File: src/rtl/e1_alarm_pkg.sv
package e1_alarm_pkg;

    localparam int CL_SHORT_RUN  = 255;
    localparam int CL_LONG_RUN   = 2048;
    localparam int DENS_WIN_LEN  = 255;
    localparam int DENS_MIN_ONES = 32;
    localparam int RA_PERSIST    = 3;
    localparam int DMA_PERSIST   = 2;
    localparam int AO_MAX_ZEROS  = 2;

    typedef struct packed {
        logic los;
        logic cl;
        logic ra;
        logic ao;
        logic dma;
        logic link;
    } alarm_vec_t;

    function automatic logic vote_zeros(input logic [2:0] hist);
        int unsigned zeros;
        zeros = 0;
        for (int i = 0; i < 3; i++) begin
            if (!hist[i]) zeros++;
        end
        return (zeros >= 2);
    endfunction

endpackage

File: src/rtl/e1_persist_filter.sv
module e1_persist_filter #(
    parameter int DEPTH = 3
) (
    input  logic clk,
    input  logic rst,
    input  logic smp_vld,
    input  logic smp_bit,
    output logic state_o
);
    localparam int CW = $clog2(DEPTH + 1);
    localparam logic [CW-1:0] LAST = CW'(DEPTH - 1);

    logic [CW-1:0] run_q;
    logic          state_q;

    always_ff @(posedge clk) begin
        if (rst) begin
            state_q <= 1'b0;
            run_q   <= '0;
        end else if (smp_vld) begin
            if (smp_bit != state_q) begin
                if (run_q == LAST) begin
                    state_q <= smp_bit;
                    run_q   <= '0;
                end else begin
                    run_q <= run_q + 1'b1;
                end
            end else begin
                run_q <= '0;
            end
        end
    end

    assign state_o = state_q;
endmodule

File: src/rtl/e1_carrier_det.sv
module e1_carrier_det #(
    parameter int SHORT_RUN = 255,
    parameter int LONG_RUN  = 2048,
    parameter int WIN_LEN   = 255,
    parameter int MIN_ONES  = 32
) (
    input  logic clk,
    input  logic rst,
    input  logic bit_vld,
    input  logic rx_bit,
    input  logic long_sel,
    output logic loss_o
);
    localparam int RW = $clog2(LONG_RUN + 1);
    localparam int PW = $clog2(WIN_LEN);
    localparam int OW = $clog2(MIN_ONES + 1);
    localparam logic [RW-1:0] RUN_MAX = RW'(LONG_RUN);
    localparam logic [RW-1:0] THR_S   = RW'(SHORT_RUN);
    localparam logic [PW-1:0] POS_END = PW'(WIN_LEN - 1);
    localparam logic [OW-1:0] ONES_OK = OW'(MIN_ONES);

    logic [RW-1:0] run_q, run_nx, thr;
    logic [PW-1:0] pos_q;
    logic [OW-1:0] ones_q, ones_nx;
    logic          loss_q, set_hit, win_last, dense;

    always_comb begin
        thr     = long_sel ? RUN_MAX : THR_S;
        run_nx  = rx_bit ? '0 : ((run_q == RUN_MAX) ? run_q : run_q + 1'b1);
        set_hit = bit_vld && !rx_bit && (run_nx >= thr);
        ones_nx = (rx_bit && ones_q < ONES_OK) ? ones_q + 1'b1 : ones_q;
        win_last = (pos_q == POS_END);
        dense    = (ones_nx >= ONES_OK);
    end

    always_ff @(posedge clk) begin
        if (rst) begin
            run_q  <= '0;
            pos_q  <= '0;
            ones_q <= '0;
            loss_q <= 1'b0;
        end else if (bit_vld) begin
            run_q <= run_nx;
            if (win_last) begin
                pos_q  <= '0;
                ones_q <= '0;
            end else begin
                pos_q  <= pos_q + 1'b1;
                ones_q <= ones_nx;
            end
            if (set_hit) begin
                loss_q <= 1'b1;
            end else if (win_last && dense) begin
                loss_q <= 1'b0;
            end
        end
    end

    assign loss_o = loss_q;
endmodule

File: src/rtl/e1_allones_det.sv
module e1_allones_det #(
    parameter int MAX_ZEROS = 2
) (
    input  logic clk,
    input  logic rst,
    input  logic bit_vld,
    input  logic rx_bit,
    input  logic win_end,
    output logic all_ones_o
);
    localparam int ZW = $clog2(MAX_ZEROS + 2);
    localparam logic [ZW-1:0] ZCAP = ZW'(MAX_ZEROS + 1);
    localparam logic [ZW-1:0] ZLIM = ZW'(MAX_ZEROS);

    logic [ZW-1:0] zeros_q, zeros_nx;
    logic          ao_q;

    always_comb begin
        zeros_nx = zeros_q;
        if (bit_vld && !rx_bit && zeros_q < ZCAP) zeros_nx = zeros_q + 1'b1;
    end

    always_ff @(posedge clk) begin
        if (rst) begin
            zeros_q <= '0;
            ao_q    <= 1'b0;
        end else if (win_end) begin
            ao_q    <= (zeros_nx <= ZLIM);
            zeros_q <= '0;
        end else begin
            zeros_q <= zeros_nx;
        end
    end

    assign all_ones_o = ao_q;
endmodule

File: src/rtl/e1_rx_alarm_mon.sv
module e1_rx_alarm_mon
    import e1_alarm_pkg::*;
#(
    parameter int SHORT_RUN = CL_SHORT_RUN,
    parameter int LONG_RUN  = CL_LONG_RUN,
    parameter int WIN_LEN   = DENS_WIN_LEN,
    parameter int MIN_ONES  = DENS_MIN_ONES,
    parameter int RA_DEPTH  = RA_PERSIST,
    parameter int DMA_DEPTH = DMA_PERSIST,
    parameter int AO_ZEROS  = AO_MAX_ZEROS
) (
    input  logic clk,
    input  logic rst,
    input  logic bit_vld,
    input  logic rx_bit,
    input  logic nfas_b3_stb,
    input  logic ts16_b6_stb,
    input  logic sa7_stb,
    input  logic win_end,
    input  logic frame_sync,
    input  logic resync_req,
    input  logic cl_long_sel,
    output logic los_o,
    output logic carrier_loss_o,
    output logic remote_alarm_o,
    output logic all_ones_o,
    output logic dist_mf_alarm_o,
    output logic link_alarm_o
);
    alarm_vec_t al;
    logic       fsync_q;
    logic       los_q;
    logic [2:0] sa7_hist_q, sa7_hist_nx;
    logic       link_q;
    logic       sa7_take;

    // loss-of-sync: edge tracking of the framer's sync flag
    always_ff @(posedge clk) begin
        fsync_q <= frame_sync;
        if (rst) begin
            los_q <= 1'b1;
        end else if (resync_req || (fsync_q && !frame_sync)) begin
            los_q <= 1'b1;
        end else if (!fsync_q && frame_sync) begin
            los_q <= 1'b0;
        end
    end

    // Sa7 two-of-three vote
    assign sa7_take    = bit_vld && sa7_stb;
    assign sa7_hist_nx = {sa7_hist_q[1:0], rx_bit};

    always_ff @(posedge clk) begin
        if (rst) begin
            sa7_hist_q <= 3'b111;
            link_q     <= 1'b0;
        end else if (sa7_take) begin
            sa7_hist_q <= sa7_hist_nx;
            link_q     <= vote_zeros(sa7_hist_nx);
        end
    end

    e1_carrier_det #(
        .SHORT_RUN (SHORT_RUN),
        .LONG_RUN  (LONG_RUN),
        .WIN_LEN   (WIN_LEN),
        .MIN_ONES  (MIN_ONES)
    ) u_carrier (
        .clk      (clk),
        .rst      (rst),
        .bit_vld  (bit_vld),
        .rx_bit   (rx_bit),
        .long_sel (cl_long_sel),
        .loss_o   (al.cl)
    );

    e1_persist_filter #(.DEPTH(RA_DEPTH)) u_ra_filt (
        .clk     (clk),
        .rst     (rst),
        .smp_vld (bit_vld && nfas_b3_stb),
        .smp_bit (rx_bit),
        .state_o (al.ra)
    );

    e1_persist_filter #(.DEPTH(DMA_DEPTH)) u_dma_filt (
        .clk     (clk),
        .rst     (rst),
        .smp_vld (bit_vld && ts16_b6_stb),
        .smp_bit (rx_bit),
        .state_o (al.dma)
    );

    e1_allones_det #(.MAX_ZEROS(AO_ZEROS)) u_allones (
        .clk        (clk),
        .rst        (rst),
        .bit_vld    (bit_vld),
        .rx_bit     (rx_bit),
        .win_end    (win_end),
        .all_ones_o (al.ao)
    );

    assign al.los  = los_q;
    assign al.link = link_q;

    assign los_o           = al.los;
    assign carrier_loss_o  = al.cl;
    assign remote_alarm_o  = al.ra;
    assign all_ones_o      = al.ao;
    assign dist_mf_alarm_o = al.dma;
    assign link_alarm_o    = al.link;
endmodule

File: config.mk
export PLATFORM = sky130hd
export DESIGN_NAME = e1_rx_alarm_mon
export DESIGN_NICKNAME = d
export VERILOG_FILES = /design/src/rtl/e1_alarm_pkg.sv /design/src/rtl/e1_persist_filter.sv /design/src/rtl/e1_carrier_det.sv /design/src/rtl/e1_allones_det.sv /design/src/rtl/e1_rx_alarm_mon.sv
export SDC_FILE = /design/constraint.sdc
export NUM_CORES = 1
export LEC_CHECK = 0
export BUFFER_PORTS_ARGS = -buffer_cell sky130_fd_sc_hd__buf_2
export CORE_ASPECT_RATIO = 0.8
export CORE_UTILIZATION = 54
export CTS_CLUSTER_SIZE = 25
export DETAILED_ROUTE_END_ITERATION = 12
export HOLD_SLACK_MARGIN = 0.05
export PLACE_DENSITY_LB_ADDON = 0.08
export SLEW_MARGIN = 10
export SYNTH_ARGS = -nofsm -noshare
export SYNTH_HDL_FRONTEND = slang
export SYNTH_SLANG_ARGS = --single-unit
File: constraint.sdc
create_clock -name clk -period 2.4 [get_ports clk]
set_input_delay 0 -clock clk [delete_from_list [all_inputs] [get_ports clk]]
set_output_delay 0 -clock clk [all_outputs]
set_load 0.1 [all_outputs]
==> results.sh, run 1 <==
export IMPL_setup_viol=0
export IMPL_synth_seq_cells=41
export IMPL_synth_edff_count=0
export IMPL_p_leak_nw=1.090
export IMPL_netlist_instances=279
export IMPL_cts_buffers=5
export IMPL_cts_tree="yes"
export IMPL_rr_endpoint="u_carrier.loss_o$_SDFFE_PP0P_"
export IMPL_grt_pass1_wl_mm=8.107
export IMPL_gp_congestion=0.8202
export IMPL_insertedDiodeCount=0
export IMPL_cts_sinks=41
export IMPL_fin_cells=376
export IMPL_whs_path_depth=4
export IMPL_grt_start_max_net_pins=33
export IMPL_hold_path_class="primary input to flop"
export IMPL_initialDrtViolationCount=98
export IMPL_avgSynthCellArea_sq_um=8.202
export IMPL_dpl_instance_area_sq_mm=0.002562
export IMPL_drc=0
export IMPL_finalHoldViolations=0
export IMPL_period_minus_slack_ns=2.365
export IMPL_die_h_um=60.23
export IMPL_end_kind="flop"
export IMPL_area_growth_pct=20.39
export IMPL_num_io_pins=17
export IMPL_drv_slew=0
export IMPL_nets=348
export IMPL_cpPeakStageDelay_ns=0.46
export IMPL_synth_distinct_cells=44
export IMPL_n_fill_cell=335
export IMPL_seqCellArea_sq_um=824.5
export IMPL_cp_required_ns=2.63
export IMPL_fin_worst_skew_ns=0.005522
export IMPL_synth_top_area_share_pct=35.87
export IMPL_hold_path_startpoint="nfas_b3_stb"
export IMPL_layout_commonest_cell="nor2_1"
export IMPL_start_util_pct=58.25
export IMPL_core_sq_mm=0.003929
export IMPL_vias=2011
export IMPL_clk_latency_ns=0.29
export IMPL_path_cells="buf_4 -> nand3_1 -> or4_4 -> nor3_4 -> xnor2_1 -> nor2_1 -> ha_1 -> nand2_1 -> a2111oi_4 -> o21ai_1 -> nand3_1"
export IMPL_worstSetupStartpointType="flop"
export IMPL_power_total_mw=1.310
export IMPL_final_cell_mix="53 x nor2_1, 38 x dfxtp_1, 23 x buf_4"
export IMPL_holdWs_ns=0.09862
export IMPL_syn_nets=307
export IMPL_power_frac_seq_pct=53.9
export IMPL_synth_yosys_warnings=0
export IMPL_drive_gt1_share_pct=18.38
export IMPL_worst_pin_slew_ns=0.5958
export IMPL_firstDrtPassIters=4
export IMPL_wl_per_cell_um=13.01
export IMPL_htree_levels=2
export IMPL_slew_headroom_pct=60.28
export IMPL_design_area_sq_mm=0.002755
export IMPL_multiInputGateArea_sq_mm=0.001415
export IMPL_slowest_stage="or4_4"
export IMPL_hpwl_mm=3.390
export IMPL_ys_top_cells_by_area="dfxtp_1 36%, ha_1 9.3%, nor2_1 8.7%"
export IMPL_ir_drop_mv=0.5271
export IMPL_dp_cells=362
export IMPL_hold_path_end="u_ra_filt.state_o$_SDFFE_PP0P_"
export IMPL_outcome="complete, no violations"
export IMPL_cts_root_buffer="clkbuf_8"
export IMPL_fmax_ghz=0.4229
export IMPL_seq_area_frac_synth_pct=35.87
export IMPL_tns_ns=0
export IMPL_p_int_mw=0.9619
export IMPL_reg2reg_depth=11
export IMPL_pwr_share_clk_pct=33.9
export IMPL_globalRouteOverflowTotal=0
export IMPL_synth_async_reset_ratio_pct=0
export IMPL_r2r_slack_ns=0.04
export IMPL_p_per_area_mw_per_mm2=475.6
export IMPL_row_count=20
export IMPL_yosys_area_top_type="dfxtp_1"
export IMPL_cp_max_fo=4
export IMPL_swShare_pct=26.60
export IMPL_avgViaCountPerCell=5.348
export IMPL_synthFlopType="dfxtp_1"
export IMPL_die_area_sq_mm=0.004504
export IMPL_clockBufferDepth=2
export IMPL_rsz0062_at_grt="true"
export IMPL_ant_nets=0
export IMPL_die_w_um=74.78
export IMPL_max_cap_viol_count=0
export IMPL_r2r_start="u_carrier.run_q[7]$_SDFFE_PP0P_"
export IMPL_power_share_combinational_pct=12.2
export IMPL_port_buffers=16
export IMPL_worstSetupPathType="flop to flop"
export IMPL_crit_top_cell="nand3_1"
export IMPL_grt_usage_pct=23.78
export IMPL_critPathBufInv=1
export IMPL_path_clk_slew_ns=0.08
export IMPL_fin_crit_sh_pct=98.53
export IMPL_routed_wl_mm=4.893
export IMPL_antenna_found_initial=0
export IMPL_syn_area_sq_mm=0.002288
export IMPL_p_switching_mw=0.3485
export IMPL_crit_arrival_ns=2.60
export IMPL_grt_pass1_vias=1771
export IMPL_path_delay_family="simple AND/OR/NAND/NOR gates"
## cells in the mapped netlist (2+ instances only)
master and n:
a31oi_1 3, and2_1 2, a22oi_1 2, nor2_1 53, ha_1 17, nand2b_1 4
clkbuf_1 8, mux2i_1 10, dfxtp_1 41, o21ai_0 8, nand3_1 9, or3_1 3
nand4_1 7, buf_2 2, nor2b_1 2, nand2_1 18, nand4b_1 2, o32ai_1 5
a21o_1 2, a211o_1 2, xnor2_1 10, a211oi_1 2, a2111oi_0 2, inv_1 14
a21oi_1 16, nor4_1 3, xor2_1 8, nor3_1 8
## metal layers
layer | global-route usage [%] | share of wire [%] | up-vias
met5 | 0 | 0 | -
met4 | 5.391 | 0.69 | 0
met3 | 4.890 | 3.4 | 4
met2 | 34.11 | 42 | 39
met1 | 36.08 | 54 | 914
li1 | - | - | 1054
## cell families (layout without fill, tap and decap cells)
| family | after synthesis | in the layout | share of synthesized area (%) |
|---|---|---|---|
| AND/OR/NAND/NOR | 118 | 118 | 24.93 |
| AO/OA/AOI/OAI | 47 | 47 | 13.34 |
| flip-flops | 41 | 41 | 35.87 |
| buffers and inverters | 26 | 68 | 4.374 |
| adder cells (fa/ha/maj) | 18 | 18 | 9.732 |
| XOR/XNOR | 18 | 18 | 6.889 |
| multiplexers | 11 | 11 | 4.866 |
## worst min-delay path, cell delays in order
cell and delay, ns:
buf_2 0.11, nand4b_1 0.10, a21oi_1 0.07, nor2_1 0.07
## sequential cells by signal, indices dropped and copies added (netlist names)
signal and count:
fsync_q 1, link_alarm_o 1, los_o 1, sa7_hist_q 2, u_allones.all_ones_o 1, u_allones.zeros_q 2, u_carrier.loss_o 1, u_carrier.ones_q 6
u_carrier.pos_q 8, u_carrier.run_q 12, u_dma_filt.run_q 2, u_dma_filt.state_o 1, u_ra_filt.run_q 2, u_ra_filt.state_o 1
## worst max path at each step
stage,startpoint,endpoint,slack [ns],cells after the start
floorplan,u_carrier.run_q[0]$_SDFFE_PP0P_,u_carrier.loss_o$_SDFFE_PP0P_,0.06,12
global placement,u_carrier.run_q[7]$_SDFFE_PP0P_,u_carrier.loss_o$_SDFFE_PP0P_,0.1,11
detailed placement,u_carrier.run_q[7]$_SDFFE_PP0P_,u_carrier.loss_o$_SDFFE_PP0P_,-0.04,11
CTS,u_carrier.run_q[7]$_SDFFE_PP0P_,u_carrier.loss_o$_SDFFE_PP0P_,0.02,11
global route,u_carrier.run_q[5]$_SDFFE_PP0P_,u_carrier.loss_o$_SDFFE_PP0P_,-0.08,10
finish,u_carrier.run_q[7]$_SDFFE_PP0P_,u_carrier.loss_o$_SDFFE_PP0P_,0.04,11
## layout make-up
cell class	count	share of cell area [%]
multi-input cells	212	51.36
repair buffers	44	10.99
clock inverters	1	0.2725
flip-flops and latches	41	29.93
clock buffers	7	2.770
inverters	16	2.180
well taps	55	2.498
## per-stage QoR
stage | utilization [%] | setup WS (ns)
2_1_floorplan | - | 0.06304
3_3_place_gp | 65.22 | 0.09527
3_5_place_dp | 65.22 | -0.03557
4_1_cts | 68.98 | 0.01613
5_1_grt | 70.13 | -0.08488
6_report | 70.13 | 0.03531
## repair_timing
action / in CTS / in global routing
endpoints found under the setup margin: 1 / 1
buffers inserted: 0 / 1
resized for setup: 4 / 8
hold buffers: 5 / 0
pin swaps: 0 / 2
endpoints found under the hold margin: 7 / 0
## power groups by stage
stage | sequential (mW) | combinational [mW] | clock (mW)
2_1_floorplan | 0.738 | 0.0839 | 0
3_3_place_gp | 0.722 | 0.139 | 0
3_5_place_dp | 0.722 | 0.141 | 0
4_1_cts | 0.706 | 0.150 | 0.455
5_1_grt | 0.709 | 0.175 | 0.486
6_report | 0.706 | 0.160 | 0.445
No activity file was read; power rests on OpenSTA's default activity.
==> inputs of run 2 (changes only) <==
Settings changed: ABC_AREA set to 1.
==> results.sh, run 2 <==
export IMPL_synth_edff_count=0
export IMPL_wl_per_cell_um=11.51
export IMPL_core_sq_mm=0.003954
export IMPL_outcome="complete, no violations"
export IMPL_globalRouteOverflowTotal=0
export IMPL_p_int_mw=0.9924
export IMPL_layout_commonest_cell="inv_1"
export IMPL_synth_seq_cells=41
export IMPL_area_growth_pct=13.82
export IMPL_setup_viol=0
export IMPL_ant_nets=0
export IMPL_yosys_area_top_type="dfxtp_1"
export IMPL_seqCellArea_sq_um=824.5
export IMPL_reg2reg_depth=16
export IMPL_netlist_instances=311
export IMPL_grt_pass1_wl_mm=7.983
export IMPL_yosysMostFrequentCell="inv_1"
export IMPL_cts_tree="yes"
export IMPL_power_share_combinational_pct=16.2
export IMPL_period_minus_slack_ns=2.328
export IMPL_antenna_found_initial=0
export IMPL_regMostFlops="u_carrier.run_q"
export IMPL_fin_crit_sh_pct=97.02
export IMPL_pwr_share_clk_pct=31.1
export IMPL_nets=372
export IMPL_multiInputGateArea_sq_mm=0.001252
export IMPL_fin_cells=400
export IMPL_row_count=20
export IMPL_vias=2054
export IMPL_clockBufferDepth=2
export IMPL_grt_pass1_vias=1796
export IMPL_grt_usage_pct=23.02
export IMPL_end_kind="flop"
export IMPL_pre_cts_slack_ns=0.02919
export IMPL_htree_levels=2
export IMPL_drive_gt1_share_pct=18.55
export IMPL_insertedDiodeCount=0
export IMPL_drc=0
export IMPL_syn_nets=339
export IMPL_worstSetupStartpointType="flop"
export IMPL_hpwl_mm=3.390
export IMPL_routed_wl_mm=4.603
export IMPL_drv_slew=0
export IMPL_whs_path_depth=2
export IMPL_grt_start_max_net_pins=29
export IMPL_cts_buffers=5
export IMPL_port_buffers=16
export IMPL_die_h_um=60.70
export IMPL_fmax_ghz=0.4295
export IMPL_fin_worst_skew_ns=0.007175
export IMPL_syn_area_sq_mm=0.002326
export IMPL_die_w_um=75.38
export IMPL_largest_reg_flops=12
export IMPL_firstDrtPassIters=4
export IMPL_initialDrtViolationCount=83
export IMPL_die_area_sq_mm=0.004575
export IMPL_rsz0062_at_grt="true"
export IMPL_p_leak_nw=1.206
export IMPL_synthFlopType="dfxtp_1"
export IMPL_avgViaCountPerCell=5.135
export IMPL_ir_drop_mv=0.4451
export IMPL_seq_area_frac_synth_pct=35.29
export IMPL_cts_root_buffer="clkbuf_8"
export IMPL_cp_max_fo=3
export IMPL_power_frac_seq_pct=52.7
export IMPL_ys_top_cells_by_area="dfxtp_1 35%, ha_1 9.1%, inv_1 7.6%"
export IMPL_p_per_area_mw_per_mm2=524.5
export IMPL_crit_arrival_ns=2.49
export IMPL_p_switching_mw=0.3963
export IMPL_swShare_pct=28.54
export IMPL_slew_headroom_pct=67.20
export IMPL_synth_top_area_share_pct=35.29
export IMPL_cts_sinks=41
export IMPL_cts_setup_buffers=0
export IMPL_fin_ws_ns=0.07157
export IMPL_worstSetupPathType="flop to flop"
export IMPL_cp_required_ns=2.57
export IMPL_holdWs_ns=0.06785
export IMPL_gp_congestion=0.8577
export IMPL_path_clk_slew_ns=0.08
export IMPL_num_io_pins=17
export IMPL_start_util_pct=58.83
export IMPL_ys_top_cells_by_count="47 x inv_1, 46 x nand2_1, 41 x dfxtp_1, 29 x a21oi_1, 24 x nor2_1"
export IMPL_worst_pin_slew_ns=0.4955
export IMPL_reg_largest_list="u_carrier.run_q x12, u_carrier.pos_q x8, u_carrier.ones_q x6"
export IMPL_synth_yosys_warnings=0
export IMPL_clk_latency_ns=0.28
export IMPL_max_cap_viol_count=0
export IMPL_avgSynthCellArea_sq_um=7.479
export IMPL_n_fill_cell=369
export IMPL_synth_async_reset_ratio_pct=0
export IMPL_hold_path_class="primary input to flop"
export IMPL_dp_cells=387
export IMPL_finalHoldViolations=0
export IMPL_synth_distinct_cells=45
export IMPL_final_cell_mix="47 x inv_1, 46 x nand2_1, 38 x dfxtp_1"
[run 2: cell count changes in the layout (fill, tap and decap cells not counted), sizes merged, moves of 9 or more]
| cell | change |
|---|---|
| nand2 | +34 |
| mux2i | -9 |
| buf | -10 |
| o21ai | +12 |
| a21oi | +15 |
| inv | +35 |
| nor2 | -23 |
[run 2: final cells by class]
type | instances | area share (%)
Clock buffer | 6 | 2.741
Timing Repair Buffer | 34 | 8.601
Sequential cell | 41 | 31.14
Clock inverter | 2 | 0.3781
Tap cell | 55 | 2.599
Multi-Input combinational cell | 211 | 47.31
Inverter | 51 | 7.231
[run 2: power groups by stage]
stage / clock network, mW / logic, mW / registers, mW
6_report: 0.433 / 0.225 / 0.732
2_1_floorplan: 0 / 0.131 / 0.775
5_1_grt: 0.480 / 0.254 / 0.736
4_1_cts: 0.449 / 0.224 / 0.730
3_3_place_gp: 0 / 0.213 / 0.746
3_5_place_dp: 0 / 0.216 / 0.746
[run 2: worst paths after layout]
| kind | startpoint | end | slack, ns |
|---|---|---|---|
| max | u_carrier.run_q[2]$_SDFFE_PP0P_ | u_carrier.loss_o$_SDFFE_PP0P_ | 0.07 |
| min | rst | u_carrier.loss_o$_SDFFE_PP0P_ | 0.07 |
| max reg2reg | u_carrier.run_q[2]$_SDFFE_PP0P_ | u_carrier.loss_o$_SDFFE_PP0P_ | 0.07 |
| min reg2reg | fsync_q$_DFF_P_ | los_o$_SDFFE_PP1P_ | 0.47 |
[run 2: logic make-up (layout without fill, tap and decap cells)]
| logic type | after synthesis | count (layout) | share of synthesized area [%] |
|---|---|---|---|
| multiplexers | 1 | 1 | 0.4304 |
| flip-flops | 41 | 41 | 35.29 |
| XOR/XNOR | 4 | 4 | 1.506 |
| adder cells (fa/ha/maj) | 17 | 17 | 9.145 |
| AO/OA/AOI/OAI | 68 | 68 | 17.32 |
| AND/OR/NAND/NOR | 121 | 121 | 25.01 |
| buffers and inverters | 59 | 93 | 11.30 |
[run 2: worst max-delay path: stages, from the launching register on]
cell and delay [ns]:
dfxtp_1 0.41, nand2_2 0.09, nor2_2 0.16, nand2_2 0.09
nor2_4 0.12, o21ai_1 0.08, a21oi_2 0.17, ha_1 0.28
a21oi_1 0.16, o21a_1 0.16, nand2_1 0.06, inv_1 0.06
nand3_2 0.09, o21bai_2 0.12, nand2_1 0.06, nand2_1 0.07
a21oi_2 0.05
[run 2: stage by stage]
| step | setup TNS [ns] | util (%) | cell area (sq um) | power [mW] |
|---|---|---|---|---|
| after floorplan | 0 | - | 2326 | 0.9052 |
| after global placement | 0 | 63.26 | 2501 | 0.9591 |
| after detailed placement | 0 | 63.26 | 2501 | 0.9623 |
| after CTS | 0 | 66.61 | 2634 | 1.403 |
| after global routing | -0.1540 | 66.96 | 2648 | 1.471 |
| final | 0 | 66.96 | 2648 | 1.389 |
[run 2: layer usage]
layer | GRT usage, % | vias up | share of wire (%)
li1 | - | 1095 | -
met1 | 32.82 | 910 | 51
met2 | 36.48 | 45 | 44
met3 | 3.987 | 4 | 3.9
met4 | 5.556 | 0 | 0.74
met5 | 0 | - | 0
[run 2: timing repair]
action	in CTS	in global routing
setup endpoints to repair	0	1
endpoints found under the hold margin	7	0
resized for setup	0	6
hold buffers	5	0
